==> config.mk <==
export PLATFORM = sky130hd
export DESIGN_NAME = cw_datapath
export DESIGN_NICKNAME = d
export VERILOG_FILES = /design/src/rtl/cw_datapath.sv
export SDC_FILE = /design/constraint.sdc
export NUM_CORES = 1
export LEC_CHECK = 0
export BUFFER_PORTS_ARGS = -buffer_cell sky130_fd_sc_hd__buf_2
export CAP_MARGIN = 5
export CORE_ASPECT_RATIO = 0.8
export CORE_MARGIN = 10
export CORE_UTILIZATION = 47
export DETAILED_ROUTE_END_ITERATION = 7
export GPL_ROUTABILITY_DRIVEN = 0
export PLACE_DENSITY = 0.77
export SLEW_MARGIN = 30
export SYNTH_ARGS = -nofsm -noshare
export SYNTH_HDL_FRONTEND = slang
export SYNTH_SLANG_ARGS = --single-unit
==> constraint.sdc <==
create_clock -name clk -period 7 [get_ports clk]
set_input_delay 0.7 -clock clk [delete_from_list [all_inputs] [get_ports clk]]
set_output_delay 0.7 -clock clk [all_outputs]
set_load 0.02 [all_outputs]
==> src/rtl/cw_datapath.sv <==
module cw_datapath #(
  parameter int W = 8
) (
  input  logic         clk,
  input  logic         rst,
  input  logic [15:0]  ctrl,
  input  logic [W-1:0] const_in,
  input  logic [W-1:0] data_in,
  output logic [W-1:0] addr_out,
  output logic [W-1:0] data_out,
  output logic         flag_v,
  output logic         flag_c,
  output logic         flag_n,
  output logic         flag_z
);
  localparam int AW   = 3;
  localparam int NREG = 1 << AW;

  logic [NREG-1:0][W-1:0] rf;

  logic [AW-1:0] dst, src_a, src_b;
  logic          sel_k, sel_ext, wr;
  logic [3:0]    fn;

  assign dst     = ctrl[15:13];
  assign src_a   = ctrl[12:10];
  assign src_b   = ctrl[9:7];
  assign sel_k   = ctrl[6];
  assign fn      = ctrl[5:2];
  assign sel_ext = ctrl[1];
  assign wr      = ctrl[0];

  logic [W-1:0] bus_a, bus_b, bus_d, res, y;
  logic [W:0]   sum;
  logic [W-1:0] low;
  logic         c_into_msb;

  assign bus_a = rf[src_a];
  assign bus_b = sel_k ? const_in : rf[src_b];

  always_comb begin
    unique case (fn[2:1])
      2'b00:   y = '0;
      2'b01:   y = bus_b;
      2'b10:   y = ~bus_b;
      default: y = '1;
    endcase
    sum = {1'b0, bus_a} + {1'b0, y} + {{W{1'b0}}, fn[0]};
    low = {1'b0, bus_a[W-2:0]} + {1'b0, y[W-2:0]} + {{(W-1){1'b0}}, fn[0]};
    c_into_msb = low[W-1];
  end

  always_comb begin
    if (!fn[3]) res = sum[W-1:0];
    else begin
      unique case (fn[2:0])
        3'b000:  res = bus_a & bus_b;
        3'b001:  res = bus_a | bus_b;
        3'b010:  res = bus_a ^ bus_b;
        3'b011:  res = ~bus_a;
        3'b100:  res = bus_b;
        3'b101:  res = {1'b0, bus_b[W-1:1]};
        3'b110:  res = {bus_b[W-2:0], 1'b0};
        default: res = '0;
      endcase
    end
  end

  assign flag_c = !fn[3] && sum[W];
  assign flag_v = !fn[3] && (sum[W] ^ c_into_msb);
  assign flag_n = res[W-1];
  assign flag_z = (res == '0);

  assign bus_d    = sel_ext ? data_in : res;
  assign addr_out = bus_a;
  assign data_out = bus_b;

  always_ff @(posedge clk) begin
    if (rst)     rf <= '0;
    else if (wr) rf[dst] <= bus_d;
  end


  reset_clear_chk: assert property (@(posedge clk) $past(rst) && !rst |-> rf == '0);


  no_write_hold_chk: assert property (@(posedge clk) disable iff (rst)
    !wr |=> $stable(rf));


  ext_load_chk: assert property (@(posedge clk) disable iff (rst)
    wr && sel_ext |=> rf[$past(dst)] == $past(data_in));


  pass_b_chk: assert property (@(posedge clk) disable iff (rst)
    wr && !sel_ext && fn == 4'b1100 |=> rf[$past(dst)] == $past(data_out));


  add_chk: assert property (@(posedge clk) disable iff (rst)
    wr && !sel_ext && fn == 4'b0010 |=> rf[$past(dst)] == $past(addr_out + data_out));
endmodule

==> out/results.ini <==
[status]
outcome = completed

[cts]
clock_latency_ns = 0.33
ctsResizeCount = 0
post_cts_buffers = 0
h-tree-depth = 3
cts_tree = done
numCtsBuffers = 9
holdBufCountCts = 0
clkSinkCount = 64
cts_root_buf = clkbuf_16
clk_pin_slew_worst_paths_ns = 0.05
cts_buffer_depth = 2

[final_layout]
reg_top3 = rf x64
syn_to_final_growth_pct = 9.18
seqCellArea_mm2 = 0.00128
drive_above_1_share_pct = 24.0
layout.nets = 613
largest_reg_flops = 64
diodes = 0
fillers = 910
final_common_cell = dfxtp_1
multi_input_area_mm2 = 0.00321
largest-register = rf
layout_common_cells = dfxtp_1, buf_2, nand3_1

[route]
antenna_left = 0
drc = 0
drt_first_pass_iters = 5
viasPerCell = 6.32
vias = 4420
wl_mm = 14.4
first_iter_violations = 497
wire_per_inst_um = 20.6

[setup_path]
cp_cell_sequence = buf_2, mux4_2, mux2_2, mux2i_4, mux2_2, fa_1, a211oi_1, o21ai_0, a41o_1, xor2_1, a211o_1, nor4_1, buf_2
critPathKind = input pin to primary output
reg2reg_from = rf[16]
slowest_stage = mux4_2
required_ns = 6.30
cp_top_family = multiplexers
path_max_fanout = 16
end_kind = primary output
startpoint = ctrl[7]
crit_path_start_kind = input pin
crit_buf_inv = 2
arrival_ns = 4.89
slowest_delay_ns = 0.56

[synthesis]
synth_edf_count = 0
synth_flop_cell = dfxtp_1
synth_seq_area_share_pct = 26.2
syn_area_per_cell_um2 = 9.25
synth_cell_types = 71
ys_ff_latch = 64
synth-xor-area-share_pct = 0.537
synthTopCellsByArea = dfxtp_1, mux4_2, ha_1
synth_nets = 588
synth.top_cell.area_share_pct = 26.2
synth_area_mm2 = 0.00489
async_flop_share_pct = 0
synth_fa_ha_area_share_pct = 6.70
synth-compound-area-share_pct = 22.7
yosysTopAreaCell = dfxtp_1
synth_top_family_by_area = compound AO/OA/AOI/OAI gates
yosysWarnings = 0
synthMuxAreaShare_pct = 19.6
syn-instance-count = 529
yosys.area_share.simple_pct = 16.1

[place]
buffer_ports.inserted = 53
hpwl_mm = 10.7

[timing]
period_share_pct = 79.8
worst_slew_pin_slew_ns = 0.872
period_minus_slack_ns = 5.59
setup_violations = 0
setup_tns_ns = 0
finalHoldViolations = 0
relSlewSlack_pct = 41.8
fmax_ghz = 0.179
whs_ns = 0.474
rsz0062_at_grt = false
fin_skew_ns = 0.00554
slew_violations = 0

[grt]
grt_first_pass_wirelength_mm = 23.2
grt_pass1_vias = 4381
grt_overflow = 0
grt_max_degree = 63
track_usage_pct = 19.1
antenna_found_initial = 0

[power_and_ir_drop]
pwr-share-clk_pct = 42.3
pwr-share-comb_pct = 21.6
vdd.ir_drop.worst_uv = 125
switching_share_pct = 28.9
p_seq_share_pct = 36.1
p_per_area_mw_per_mm2 = 199
p_leak_nw = 2.25
power.net_switching_w = 0.000307
p_int_w = 0.000755

[worst_hold_path]
hp-class = register to register
hp-start = rf[62]

[floorplan]
num_rows = 33
boundaryPins = 54
die_y_um = 111
dieArea_mm2 = 0.0149
core_area_mm2 = 0.0102
die_x_um = 134
start_util_pct = 48.0

[job]
max_cap_viol_count = 0

==> worst min-delay path, delay by kind of cell (launching register included) <==
kind / cells / cell delay, ns
AOI/OAI and AO/OA: 1 / 0.05
DFF: 1 / 0.31
and+or+nand+nor: 1 / 0.06
==> path summary, 6_finish.rpt <==
| kind | to | slack, ns | depth (start not counted) |
|---|---|---|---|
| worst min register to register | rf[62] | 0.47 | 2 |
| worst min-delay path | rf[62] | 0.47 | 2 |
| worst max-delay path | flag_z | 1.41 | 13 |
| worst max register to register | rf[6] | 2.87 | 13 |
==> cells in the mapped netlist, types with 5 or more instances <==
cell type,number
mux2_2,6
buf_6,9
dlygate4sd1_1,6
ha_1,23
mux2i_1,6
o21ai_2,10
or2_2,5
nor2b_1,9
nor3_1,6
clkbuf_1,13
mux4_2,29
nor2_1,30
nand2b_1,11
o21ai_1,27
nand2_1,23
inv_1,25
and3_1,9
a21o_1,12
o21ai_0,37
nand3_1,50
a211oi_1,9
a21oi_1,29
dfxtp_1,64
==> power by group through the flow <==
stage                     registers [W]  logic, W  clock network [W]
after floorplan                0.000387  0.000172                  0
after global placement         0.000389  0.000219                  0
after detailed placement       0.000390  0.000224                  0
after CTS                      0.000383  0.000225           0.000452
after global routing           0.000384  0.000249           0.000472
final                          0.000383  0.000230           0.000449
==> layer usage <==
metal	part of all wire (%)	GRT usage, %
met4	2.8	7.02
met1	41	24.1
met2	46	30.0
met5	0	0
met3	9.6	5.62
==> logic make-up (layout without fill, tap and decap cells) <==
family,count (synthesis),count (layout)
AOI/OAI and AO/OA,166,166
and+or+nand+nor,156,156
buffers and inverters,66,96
DFF,64,64
muxes,49,49
adders and majority gates,25,25
xor gates and xnor gates,3,3
==> stage by stage <==
step	cells	power, W	utilization (%)	worst slack, ns	instance area, um^2
CTS	699	0.00106	52.4	1.42	5340
finish	699	0.00106	52.4	1.41	5340
global placement	683	0.000608	49.4	1.54	5040
global route	699	0.00110	52.4	1.18	5340
floorplan	529	0.000559	-	1.58	4890
detailed placement	683	0.000614	49.4	1.43	5040
==> final cells by class <==
type / instances / share of cell area [%]
Timing Repair Buffer: 54 / 5.11
Tap cell: 140 / 3.28
Clock buffer: 13 / 4.87
Inverter: 26 / 1.83
Multi-Input combinational cell: 399 / 60.2
Clock inverter: 3 / 0.750
Sequential cell: 64 / 24.0
(Power assumes the default switching activity.)
